File: src/rtl/irqc_pkg.sv
package irqc_pkg;

    localparam int REGS_PER_BANK = 4;

    typedef enum logic [1:0] {
        DET_RISE      = 2'b00,
        DET_FALL      = 2'b01,
        DET_LEVEL     = 2'b10,
        DET_LEVEL_ALT = 2'b11
    } det_mode_e;

    typedef enum logic [1:0] {
        PIN_HIGH   = 2'b00,
        PIN_LOW    = 2'b01,
        PIN_OD     = 2'b10,
        PIN_OD_ALT = 2'b11
    } pin_mode_e;

    typedef enum logic [1:0] {
        SEL_STAT = 2'd0,
        SEL_ENAB = 2'd1,
        SEL_MHI  = 2'd2,
        SEL_MLO  = 2'd3
    } reg_sel_e;

    typedef struct packed {
        logic o;
        logic oe;
    } pin_drive_t;

    function automatic det_mode_e decode_mode(logic hi, logic lo);
        return det_mode_e'({hi, lo});
    endfunction

    function automatic logic is_level(det_mode_e m);
        return (m == DET_LEVEL) || (m == DET_LEVEL_ALT);
    endfunction

    function automatic pin_drive_t drive_pin(pin_mode_e m, logic act);
        pin_drive_t d;
        case (m)
            PIN_HIGH: begin d.o = act;  d.oe = 1'b1; end
            PIN_LOW:  begin d.o = !act; d.oe = 1'b1; end
            default:  begin d.o = 1'b0; d.oe = act;  end
        endcase
        return d;
    endfunction

endpackage

File: src/rtl/irqc_detect.sv
module irqc_detect
    import irqc_pkg::*;
#(
    parameter int W = 8,
    parameter logic [W-1:0] IMPL = '1
) (
    input  logic         clk,
    input  logic         rst,
    input  logic [W-1:0] evt,
    input  logic [W-1:0] mode_hi,
    input  logic [W-1:0] mode_lo,
    input  logic         clr,
    output logic [W-1:0] status,
    output logic [W-1:0] level
);

    logic [W-1:0] prev_q;

    always_ff @(posedge clk) begin
        if (rst) prev_q <= '0;
        else     prev_q <= evt & IMPL;
    end

    for (genvar i = 0; i < W; i++) begin : g_bit
        if (IMPL[i]) begin : g_on
            det_mode_e m;
            logic      hit;
            logic      stat_q;

            always_comb begin
                m = decode_mode(mode_hi[i], mode_lo[i]);
                case (m)
                    DET_RISE: hit = evt[i] & ~prev_q[i];
                    DET_FALL: hit = ~evt[i] & prev_q[i];
                    default:  hit = 1'b0;
                endcase
            end

            always_ff @(posedge clk) begin
                if (rst)              stat_q <= 1'b0;
                else if (is_level(m)) stat_q <= evt[i];
                else                  stat_q <= (stat_q & ~clr) | hit;
            end

            assign status[i] = stat_q;
            assign level[i]  = is_level(m);
        end else begin : g_off
            logic unused_bit;
            assign unused_bit = evt[i] ^ mode_hi[i] ^ mode_lo[i] ^ prev_q[i];
            assign status[i]  = 1'b0;
            assign level[i]   = 1'b0;
        end
    end

endmodule

File: src/rtl/irqc_regs.sv
module irqc_regs
    import irqc_pkg::*;
#(
    parameter int NUM_BANKS = 2,
    parameter int BANK_W    = 8,
    parameter logic [NUM_BANKS*BANK_W-1:0] IMPL = '1,
    parameter int ADDR_W    = 4
) (
    input  logic                          clk,
    input  logic                          rst,
    input  logic                          wr_en,
    input  logic                          rd_en,
    input  logic [ADDR_W-1:0]             addr,
    input  logic [BANK_W-1:0]             wdata,
    input  logic [NUM_BANKS*BANK_W-1:0]   status,
    output logic [NUM_BANKS*BANK_W-1:0]   enab,
    output logic [NUM_BANKS*BANK_W-1:0]   mode_hi,
    output logic [NUM_BANKS*BANK_W-1:0]   mode_lo,
    output pin_mode_e                     pin_cfg,
    output logic [NUM_BANKS-1:0]          clr,
    output logic [BANK_W-1:0]             rdata
);

    localparam int CFG_ADDR = NUM_BANKS * REGS_PER_BANK;

    reg_sel_e          sel;
    logic [ADDR_W-3:0] bank_idx;
    logic              in_banks;
    logic              cfg_hit;
    logic [BANK_W-1:0] rd_bank [NUM_BANKS];
    logic [BANK_W-1:0] rd_next;
    logic [BANK_W-1:0] rdata_q;

    assign sel      = reg_sel_e'(addr[1:0]);
    assign bank_idx = addr[ADDR_W-1:2];
    assign in_banks = int'(addr) < CFG_ADDR;
    assign cfg_hit  = int'(addr) == CFG_ADDR;

    for (genvar b = 0; b < NUM_BANKS; b++) begin : g_bank
        localparam logic [BANK_W-1:0] IM = IMPL[b*BANK_W +: BANK_W];
        logic              hit;
        logic [BANK_W-1:0] enab_q, hi_q, lo_q;

        assign hit = in_banks && (int'(bank_idx) == b);

        always_ff @(posedge clk) begin
            if (rst) begin
                enab_q <= '0;
                hi_q   <= '0;
                lo_q   <= '0;
            end else if (wr_en && hit) begin
                case (sel)
                    SEL_ENAB: enab_q <= wdata & IM;
                    SEL_MHI:  hi_q   <= wdata & IM;
                    SEL_MLO:  lo_q   <= wdata & IM;
                    default:  ;
                endcase
            end
        end

        assign enab[b*BANK_W +: BANK_W]    = enab_q;
        assign mode_hi[b*BANK_W +: BANK_W] = hi_q;
        assign mode_lo[b*BANK_W +: BANK_W] = lo_q;
        assign clr[b] = rd_en && hit && (sel == SEL_STAT);

        always_comb begin
            if (!hit) rd_bank[b] = '0;
            else begin
                case (sel)
                    SEL_STAT: rd_bank[b] = status[b*BANK_W +: BANK_W];
                    SEL_ENAB: rd_bank[b] = enab_q;
                    SEL_MHI:  rd_bank[b] = hi_q;
                    default:  rd_bank[b] = lo_q;
                endcase
            end
        end
    end

    always_ff @(posedge clk) begin
        if (rst)                  pin_cfg <= PIN_HIGH;
        else if (wr_en && cfg_hit) pin_cfg <= pin_mode_e'(wdata[1:0]);
    end

    always_comb begin
        rd_next = '0;
        if (cfg_hit) rd_next[1:0] = pin_cfg;
        for (int b = 0; b < NUM_BANKS; b++) rd_next = rd_next | rd_bank[b];
    end

    always_ff @(posedge clk) begin
        if (rst)        rdata_q <= '0;
        else if (rd_en) rdata_q <= rd_next;
    end

    assign rdata = rdata_q;

endmodule

File: src/rtl/irqc_pin.sv
module irqc_pin
    import irqc_pkg::*;
#(
    parameter int N = 16
) (
    input  logic [N-1:0] status,
    input  logic [N-1:0] enab,
    input  pin_mode_e    pin_cfg,
    output logic         irq_o,
    output logic         irq_oe_o
);

    logic       active;
    pin_drive_t drv;

    assign active   = |(status & enab);
    assign drv      = drive_pin(pin_cfg, active);
    assign irq_o    = drv.o;
    assign irq_oe_o = drv.oe;

endmodule

File: src/rtl/evt_irq_ctrl.sv
module evt_irq_ctrl
    import irqc_pkg::*;
#(
    parameter int NUM_BANKS = 2,
    parameter int BANK_W    = 8,
    parameter logic [NUM_BANKS*BANK_W-1:0] IMPL_MASK = 16'h0EC7,
    localparam int ADDR_W   = $clog2(NUM_BANKS*REGS_PER_BANK+1)
) (
    input  logic                        clk,
    input  logic                        rst,
    input  logic [NUM_BANKS*BANK_W-1:0] evt_i,
    input  logic                        wr_en,
    input  logic                        rd_en,
    input  logic [ADDR_W-1:0]           addr,
    input  logic [BANK_W-1:0]           wdata,
    output logic [BANK_W-1:0]           rdata,
    output logic                        irq_o,
    output logic                        irq_oe_o
);

    localparam int N = NUM_BANKS * BANK_W;

    logic [N-1:0]         status_all, level_all, enab_all, hi_all, lo_all;
    logic [NUM_BANKS-1:0] clr;
    pin_mode_e            pin_cfg;

    irqc_regs #(
        .NUM_BANKS(NUM_BANKS), .BANK_W(BANK_W), .IMPL(IMPL_MASK), .ADDR_W(ADDR_W)
    ) u_regs (
        .clk(clk), .rst(rst), .wr_en(wr_en), .rd_en(rd_en), .addr(addr),
        .wdata(wdata), .status(status_all), .enab(enab_all), .mode_hi(hi_all),
        .mode_lo(lo_all), .pin_cfg(pin_cfg), .clr(clr), .rdata(rdata)
    );

    for (genvar b = 0; b < NUM_BANKS; b++) begin : g_det
        irqc_detect #(
            .W(BANK_W), .IMPL(IMPL_MASK[b*BANK_W +: BANK_W])
        ) u_det (
            .clk(clk), .rst(rst),
            .evt(evt_i[b*BANK_W +: BANK_W]),
            .mode_hi(hi_all[b*BANK_W +: BANK_W]),
            .mode_lo(lo_all[b*BANK_W +: BANK_W]),
            .clr(clr[b]),
            .status(status_all[b*BANK_W +: BANK_W]),
            .level(level_all[b*BANK_W +: BANK_W])
        );
    end

    irqc_pin #(.N(N)) u_pin (
        .status(status_all), .enab(enab_all), .pin_cfg(pin_cfg),
        .irq_o(irq_o), .irq_oe_o(irq_oe_o)
    );

endmodule

File: config.mk
export PLATFORM = sky130hd
export DESIGN_NAME = evt_irq_ctrl
export DESIGN_NICKNAME = d
export VERILOG_FILES = /design/src/rtl/irqc_pkg.sv /design/src/rtl/irqc_detect.sv /design/src/rtl/irqc_regs.sv /design/src/rtl/irqc_pin.sv /design/src/rtl/evt_irq_ctrl.sv
export SDC_FILE = /design/constraint.sdc
export NUM_CORES = 1
export LEC_CHECK = 0
export BUFFER_PORTS_ARGS = -buffer_cell sky130_fd_sc_hd__buf_4
export CAP_MARGIN = 20
export CELL_PAD_IN_SITES_DETAIL_PLACEMENT = 0
export CELL_PAD_IN_SITES_GLOBAL_PLACEMENT = 2
export CORE_MARGIN = 2
export CORE_UTILIZATION = 36
export DETAILED_ROUTE_END_ITERATION = 6
export GPL_ROUTABILITY_DRIVEN = 0
export PLACE_DENSITY_LB_ADDON = 0.1
export RECOVER_POWER = 25
export SLEW_MARGIN = 20
export SYNTH_ARGS = -nofsm -noshare
export SYNTH_HDL_FRONTEND = slang
export SYNTH_SLANG_ARGS = --single-unit
File: constraint.sdc
create_clock -name clk -period 4.4 [get_ports clk]
set_clock_uncertainty 0.1 [all_clocks]
set_input_delay 0.88 -clock clk [delete_from_list [all_inputs] [get_ports clk]]
set_output_delay 0.88 -clock clk [all_outputs]
set_load 0.05 [all_outputs]
# Word level (Yosys, flattened, before mapping)
# Index checks and enable logic that the tools add are counted.
# word_totals
elab_cells	160
out_inout_bits	10
register_bits	50
ram_bits	0
mem_count	0
latchBits	0
mem_bits_ro	0
# op_classes
reduce_logical	36
multipliers	0
n_lt_le_gt_ge	1
bitwise	53
addsub	0
div	0
n_shift	0
n_eq_ne	30
mux	22
# ops
op	count
$eq 2x2->1 const B	19
$and 1x1->1	24
$pmux 8 s3	1
$logic_not 2->1	11
$eq 2x1->1 const B	10
$not 1->1	18
$mux 8	2
$pmux 1 s2	8
$reduce_or 16->1	1
$and 12x12->12	1
$pmux 4 s3	1
$reduce_and 2->1	6
$logic_and 1x1->1	9
$logic_or 1x1->1	8
$mux 1	8
$or 1x1->1	8
$or 2x8->8	1
$or 8x8->8	1
$eq 4x4->1 const B	1
$lt 4x4->1 const B	1
$pmux 2 s2	1
$mux 2	1
$logic_not 1->1	1

# Longest topological paths before layout
# Gate-level depths: netlist (run 1).
# depth
ltp_word	8
depth_mapped	6
mapped_depth_nobuf	4

# Modules after synthesis
# A second synthesis (run 1) with hierarchy kept.
# unflattened
hier_cells	306
hier_area_um2	2929.1
# by_module_without_submodules
mod	instances	area_each_um2	cells_each
irqc_regs	1	1873.0	192
irqc_detect at g_det[0].u_det	1	579.3	59
irqc_detect at g_det[1].u_det	1	341.6	42
irqc_pin	1	135.1	13

# Worst setup path before layout (run 1)
# OpenSTA, ideal clock, no wires.
# synth_path
path_type	register to output
from	reg g_det[0].u_det.g_bit[2].g_on.stat_q
to	out irq_o
t_arrival_ns	1.521
required_time_ns	3.420
path_slack_ns	1.899
stages_incl_launch_ff	5
cell_sequence	dfxtp_1 -> a22oi_1 -> and4_1 -> xnor2_1 -> nor2b_1
# synth_via
elab_chain_len	4
# synth_rtl
item	line	text
from (decl)	irqc_detect.sv:28	logic stat_q;
from (signal assigned)	irqc_detect.sv:41	else if (is_level(m)) stat_q <= evt[i];
from (signal assigned)	irqc_detect.sv:42	else stat_q <= (stat_q & ~clr) | hit;
$and 12x12->12 *	irqc_pin.sv:16	assign active = |(status & enab);
$reduce_or 16->1 *	irqc_pin.sv:16	
$logic_not 1->1	irqc_pkg.sv:43	PIN_LOW: begin d.o = !act; d.oe = 1'b1; end
$pmux 2 s2 *	irqc_pkg.sv:41	case (m)
to (decl)	evt_irq_ctrl.sv:17	output logic irq_o,
# Mark *: on every way between the ends. The rest lies on a longest branch, timed or not.

# Final worst setup path (run 1)
# layout_path
from	reg g_det[1].u_det.g_bit[2].g_on.stat_q
to	out irq_o
# layout_via
elab_chain_len	4
# layout_rtl
item	line
from (decl)	irqc_detect.sv:28
from (signal assigned)	irqc_detect.sv:41
from (signal assigned)	irqc_detect.sv:42
$and 12x12->12 *	irqc_pin.sv:16
$reduce_or 16->1 *	irqc_pin.sv:16
$logic_not 1->1	irqc_pkg.sv:43
$pmux 2 s2 *	irqc_pkg.sv:41
# Marks and branches as above.

==> results of run 1 <==
layout by cell type (no fill, tap or decap), types with 2 or more instances in the layout:
master,instances
nand2_1,15
o21ai_0,20
or3_1,2
a22oi_1,6
a21o_1,6
o2111ai_1,2
nor2_1,31
conb_1,2
nand4b_1,2
nand3_1,5
nand3b_1,9
nand2b_1,5
mux2i_1,24
nor2b_1,13
clkbuf_8,5
buf_4,25
and4_1,2
a31oi_1,4
clkbuf_1,5
mux4_2,4
a21oi_1,19
dfxtp_1,48
worst max-delay path, delay by kind of cell (launching register included):
kind	cells	cell delay, ns
compound gates	1	0.18
xor+xnor	1	0.12
buf+inv	1	0.20
simple gates	2	0.42
flops	1	0.36
final timing paths:
path | end | slack [ns] | depth (start not counted)
worst max-delay path | irq_o | 1.84 | 5
worst max register to register | u_regs.rdata[2]$_SDFFE_PP0P_ | 2.98 | 3
worst min register to register | u_regs.rdata[3]$_SDFFE_PP0P_ | 0.37 | 2
worst min-delay path | u_regs.rdata[3]$_SDFFE_PP0P_ | 0.37 | 2
flip-flops by register name (all words and copies together), names as in the netlist:
signal                         cells
g_det.u_det.g_bit.g_on.stat_q      8
g_det.u_det.prev_q                 8
u_regs.g_bank.enab_q               8
u_regs.g_bank.hi_q                 8
u_regs.g_bank.lo_q                 8
u_regs.pin_cfg                     2
u_regs.rdata                       6
stage by stage:
stage | std cells | area, um2 | hold slack [ns] | total power, mW
after floorplan | 245 | 2230 | 0.362 | 0.535
after global placement | 333 | 2460 | 0.358 | 0.568
after detailed placement | 333 | 2460 | 0.362 | 0.568
after CTS | 340 | 2530 | 0.376 | 0.820
after global routing | 340 | 2520 | 0.399 | 0.850
final | 340 | 2520 | 0.374 | 0.805
cell usage after synthesis, drive strengths merged, types with 2 or more instances:
cell type,number
dfxtp,48
nor2,31
mux2i,24
o21ai,20
a21oi,19
nand2,15
nor2b,13
buf,9
nand3b,9
clkbuf,7
a21o,6
a22oi,6
nand2b,5
nand3,5
a31oi,4
mux4,4
and4,2
nand4b,2
o2111ai,2
or3,2
routing by layer:
| metal | vias up | routed length, um | track usage, % |
|---|---|---|---|
| li1 | 906 | - | - |
| met1 | 855 | 2760 | 24.5 |
| met2 | 29 | 2270 | 24.1 |
| met3 | 4 | 193 | 3.70 |
| met4 | 0 | 40 | 4.92 |
| met5 | - | 0 | 0 |
cell families after synthesis:
group                  Yosys count  share of synthesized area [%]
flip-flops                      48                           43.1
AND/OR/NAND/NOR                 89                           21.5
other                            1                          0.168
multiplexers                    29                           15.3
buffers and inverters           17                           4.15
XOR/XNOR                         1                          0.393
AO/OA/AOI/OAI                   59                           15.4
power groups by stage:
| stage | clock network, mW | registers (mW) | logic, mW |
|---|---|---|---|
| 4_1_cts | 0.262 | 0.459 | 0.0991 |
| 3_5_place_dp | 0 | 0.470 | 0.0985 |
| 6_report | 0.248 | 0.459 | 0.0974 |
| 2_1_floorplan | 0 | 0.471 | 0.0642 |
| 3_3_place_gp | 0 | 0.469 | 0.0991 |
| 5_1_grt | 0.281 | 0.462 | 0.107 |
final cells by class:
| type | count | area share, % |
|---|---|---|
| inverters | 1 | 0.149 |
| clock buffers | 6 | 2.88 |
| well taps | 75 | 3.72 |
| clock inverters | 1 | 0.199 |
| repair buffers | 29 | 8.04 |
| flip-flops and latches | 48 | 38.1 |
| multi-input cells | 180 | 46.9 |
==> flow_summary.toml, run 1 <==
[cts]
cts_num_sinks = 48
cts_hold_buf = 0
clk_latency_ns = 0.30
cts.root.buffer_cell = "clkbuf_8"
path_clk_slew_ns = 0.08
clockBufferDepth = 2
cts_tree = "done"
numCtsBuffers = 5
post-cts-setup-buffers = 0
ctsResizeCount = 0
htreeDepth = 2

[global_route]
track_usage_pct = 16.6
grt_pass1_wl_um = 8400
grt_overflow_total = 0
antenna_found_initial = 0
grt_pass1_vias = 1607
grt_max_degree = 49

[detailed_routing]
drc_errors = 0
dr.pass1.iters = 4
drt-total-wl_um = 5260
via_per_inst = 5.28
first_iter_violations = 90
wl_per_cell_um = 15.5
vias = 1794
ant_nets = 0

[worst_setup_path]
slowest_stage = "dfxtp_1"
critical_path.max_fanout = 3
path_class = "register to output pin"
cp.required_ns = 3.42
cp-end-kind = "output pin"
crit_start = "g_det[1].u_det.g_bit[2].g_on.stat_q$_SDFF_PP0_"
worst_setup_path_start_kind = "register"
slowest_delay_ns = 0.36
r2r_start = "g_det[1].u_det.g_bit[2].g_on.stat_q$_SDFF_PP0_"
arrival_ns = 1.58
crit_chain = "a22oi_1 -> and4_1 -> xnor2_1 -> nor2b_1 -> buf_4"

[yosys]
synth.area.top_cells = "dfxtp_1, mux2i_1, nor2_1"
synth_edf_count = 0
ys_warn_count = 0
syn_avg_cell_area_um2 = 9.14
synth_flop_cell = "dfxtp_1"
ys_seq_elements = 48
synthArstFlopShare_pct = 0
synth_area_um2 = 2230
yosysSeqAreaShare_pct = 43.1
synth_top_area_share_pct = 43.1
synth_top_cell_by_area = "dfxtp_1"
synth.distinct_cells = 33
syn_inst = 244

[final_layout]
nFillCells = 622
register_area_um2 = 961
final_core_util_pct = 42.3
fin_nets = 297
area_delta_synth_final_pct = 13.0
antenna-diode-count = 0
drive_gt1_share_pct = 14.7
multi_input_area_um2 = 1180

[placement]
dp_slack_ns = 1.97
place_hpwl_um = 3590
port_buffers = 29

[timing]
fmax_mhz = 391
worst_slack_ns = 1.84
max-slew-margin-rel_pct = -42.8
finalSetupViolCount = 0
slew_violations = 49
hold_viol_final = 0
min_period_over_period_pct = 58.1
period_minus_slack_ns = 2.56
grt_setup_unrepaired = "no"
setup_tns_ns = 0
worst_pin_slew_ns = 2.14

[floorplanning]
die_area_um2 = 6840
coreArea_um2 = 5960
start_util_pct = 37.5
die_w_um = 82.7
io_pins = 42
die_h_um = 82.7
rows = 28

[power]
p_int_uw = 598
p_seq_share_pct = 57.0
combPwrFrac_pct = 12.1
irDropWorstVdd_uv = 119
p_clk_share_pct = 30.9
cellPowerDensity_nw_per_um2 = 320
leakagePower_nw = 0.962
p_sw_uw = 207
swShare_pct = 25.7

[flow_run]
drv_cap = 1

[outcome]
status = "complete, but fails checks"
violations = "max-capacitance violations, max-slew violations"

[worst_hold_path]
hold_path_startpoint = "u_regs.rdata[3]$_SDFFE_PP0P_"
min_path_type = "register to register"
Note: power is estimated with default switching activity, not from simulation.
==> inputs of run 2 (changes only) <==
ABC_AREA = 1   (was unset)
CORE_UTILIZATION = 27   (was 36)
clock period = 2.1 ns   (was 4.4 ns; I/O delays follow)
==> run 2 against run 1 <==
  * The flow now finishes without violations
  * Combinational power grew to 2.7 times the previous value
  * Worst setup slack lost 1.7 ns
  * Synthesized cell count increased by 35%
  * Count of clock-buffer cells in the layout shrank 1
  * Register-to-register slack worse by 2.0 ns
  * Flip-flop and latch count unchanged
  * Sequential share of layout area is 1.9 points lower
  * Power grew 120%
  * Die area rose by 34%
  * Non-clock buffer count increased by 4
  * First-iteration DRC count down 13%
==> flow_summary.toml, run 2 <==
[timing]
setup_tns_ns = 0
slew_violations = 0
hold_viol_final = 0
worst_pin_slew_ns = 0.920
grt_setup_unrepaired = "no"
min_period_over_period_pct = 94.0
finalSetupViolCount = 0
fmax_mhz = 507
max-slew-margin-rel_pct = 38.7
period_minus_slack_ns = 1.97

[worst_hold_path]
holdPathEnd = "g_det[1].u_det.prev_q[2]$_SDFF_PP0_"
hold_depth = 3
min_path_type = "input port to register"
hold_path_startpoint = "evt_i[10]"

[placement]
place_hpwl_um = 4770
port_buffers = 29

[global_route]
antenna_found_initial = 0
grt_overflow_total = 0
grt_pass1_wl_um = 10500
grt_max_degree = 20
grt_pass1_vias = 2036
track_usage_pct = 15.3

[detailed_routing]
first_iter_violations = 78
drt-total-wl_um = 6370
vias = 2078
ant_nets = 0
via_per_inst = 4.47
wl_per_cell_um = 13.7
dr.pass1.iters = 4
drc_errors = 0

[yosys]
ys_seq_elements = 48
synth.area.top_cells = "dfxtp_1, nand2_1, o21ai_0"
synth_common_cells = "nand2_1, dfxtp_1, o21ai_0"
synth_area_um2 = 2270
synth.distinct_cells = 18
synth_top_cell_by_area = "dfxtp_1"
syn_avg_cell_area_um2 = 6.89
synth_most_common_cell = "nand2_1"
synth_flop_cell = "dfxtp_1"
synth_top_area_share_pct = 42.3
syn_inst = 330
synth_edf_count = 0
ys_warn_count = 0
synthArstFlopShare_pct = 0
yosysSeqAreaShare_pct = 42.3

[floorplanning]
die_area_um2 = 9170
io_pins = 42
coreArea_um2 = 8180
die_h_um = 95.7
die_w_um = 95.7
start_util_pct = 27.8
rows = 33

[cts]
numCtsBuffers = 5
path_clk_slew_ns = 0.10
cts.root.buffer_cell = "clkbuf_8"
cts_num_sinks = 48
htreeDepth = 2
clk_latency_ns = 0.30
clockBufferDepth = 2
ctsResizeCount = 0
post-cts-setup-buffers = 0
cts_tree = "done"
cts_hold_buf = 0

[worst_setup_path]
slowest_stage = "dfxtp_1"
cpMostUsedCell = "nand2_1"
r2r_start = "u_regs.g_bank[0].hi_q[1]$_SDFFE_PP0P_"
crit_chain = "nand2_1 -> nand2_1 -> nor2_1 -> nand2_1 -> o21ai_1 -> buf_4"
slowest_delay_ns = 0.35
r2r-end = "u_regs.rdata[1]$_SDFFE_PP0P_"
worst_setup_path_start_kind = "register"
cp-end-kind = "output pin"
path_class = "register to output pin"
ff2ff_setup_slack_ns = 1.01
crit_family = "simple AND/OR/NAND/NOR gates"
arrival_ns = 1.45
rr_worst_depth = 6
cp.required_ns = 1.58
path_buf_inv = 1
critical_path.max_fanout = 3
crit_start = "g_det[0].u_det.g_bit[6].g_on.stat_q$_SDFF_PP0_"

[final_layout]
layout_common_cells = "nand2_1, dfxtp_1, o21ai_0, nand3_1, inv_1"
final_core_util_pct = 32.5
final_common_cell = "nand2_1"
area_delta_synth_final_pct = 16.9
antenna-diode-count = 0
drive_gt1_share_pct = 15.0
fin_nets = 391

[outcome]
status = "finished clean"

[flow_run]
drv_cap = 0

[power]
leakagePower_nw = 1.15
irDropWorstVdd_uv = 262
cellPowerDensity_nw_per_um2 = 680
[run 2: cell count changes after synthesis, sizes merged, moves of 6 or more]
cell and delta:
nand2 +58, nand3 +39, inv +37, mux2i -24, o21ai +24, nor2b -13
a21oi +10, nand3b -9, nor2 +8, a21o -6, a22oi -6, clkbuf -6
[run 2: power by group]
group | switching (mW) | internal, mW | leakage [nW]
combinational | 0.169 | 0.0902 | 0.707
clock | 0.334 | 0.233 | 0.0479
sequential | 0.0283 | 0.950 | 0.393
total | 0.531 | 1.27 | 1.15
[run 2: worst min-delay path, stage by stage]
cell and delay (ns):
buf_4 0.08, inv_1 0.04, nor2_1 0.07
[run 2: area by class of cell]
type / count / area [um2]
repair buffers: 33 / 239
well taps: 105 / 131
fillers: 933 / 5520
multi-input cells: 231 / 1080
flip-flops and latches: 48 / 961
clock inverters: 3 / 18.8
inverters: 40 / 153
clock buffers: 5 / 68.8
[run 2: per-layer routing]
metal	track usage, %	wire, um
met5	0	0
met4	3.93	61
met3	2.66	176
met2	25.2	2930
met1	20.8	3200
[run 2: worst max-delay path by stage]
stage	endpoint	cells after the start	slack, ns
after detailed placement	g_det[0].u_det.g_bit[7].g_on.stat_q$_SDFF_PP0_	7	0.38
after CTS	irq_o	6	0.09
final	irq_o	6	0.13
after global placement	g_det[0].u_det.g_bit[0].g_on.stat_q$_SDFF_PP0_	7	0.38
after floorplan	irq_o	5	0.26
after global routing	irq_o	6	0.03
[run 2: per-stage QoR]
stage	setup slack (ns)	std cells	area (um2)	hold slack (ns)	total power, mW
floorplan	0.260	331	2280	0.354	1.17
global placement	0.381	457	2580	0.358	1.27
detailed placement	0.383	457	2580	0.361	1.27
CTS	0.0852	465	2670	0.233	1.84
global route	0.0327	465	2660	0.245	1.91
finish	0.126	465	2660	0.236	1.80
[run 2: logic make-up (layout without fill, tap and decap cells)]
group           Yosys count  after routing  synth area share (%)
simple gates            156            156                  31.6
compound gates           73             73                  16.1
other cells               1              2                 0.165
buf+inv                  52             81                  9.86
flops                    48             48                  42.3
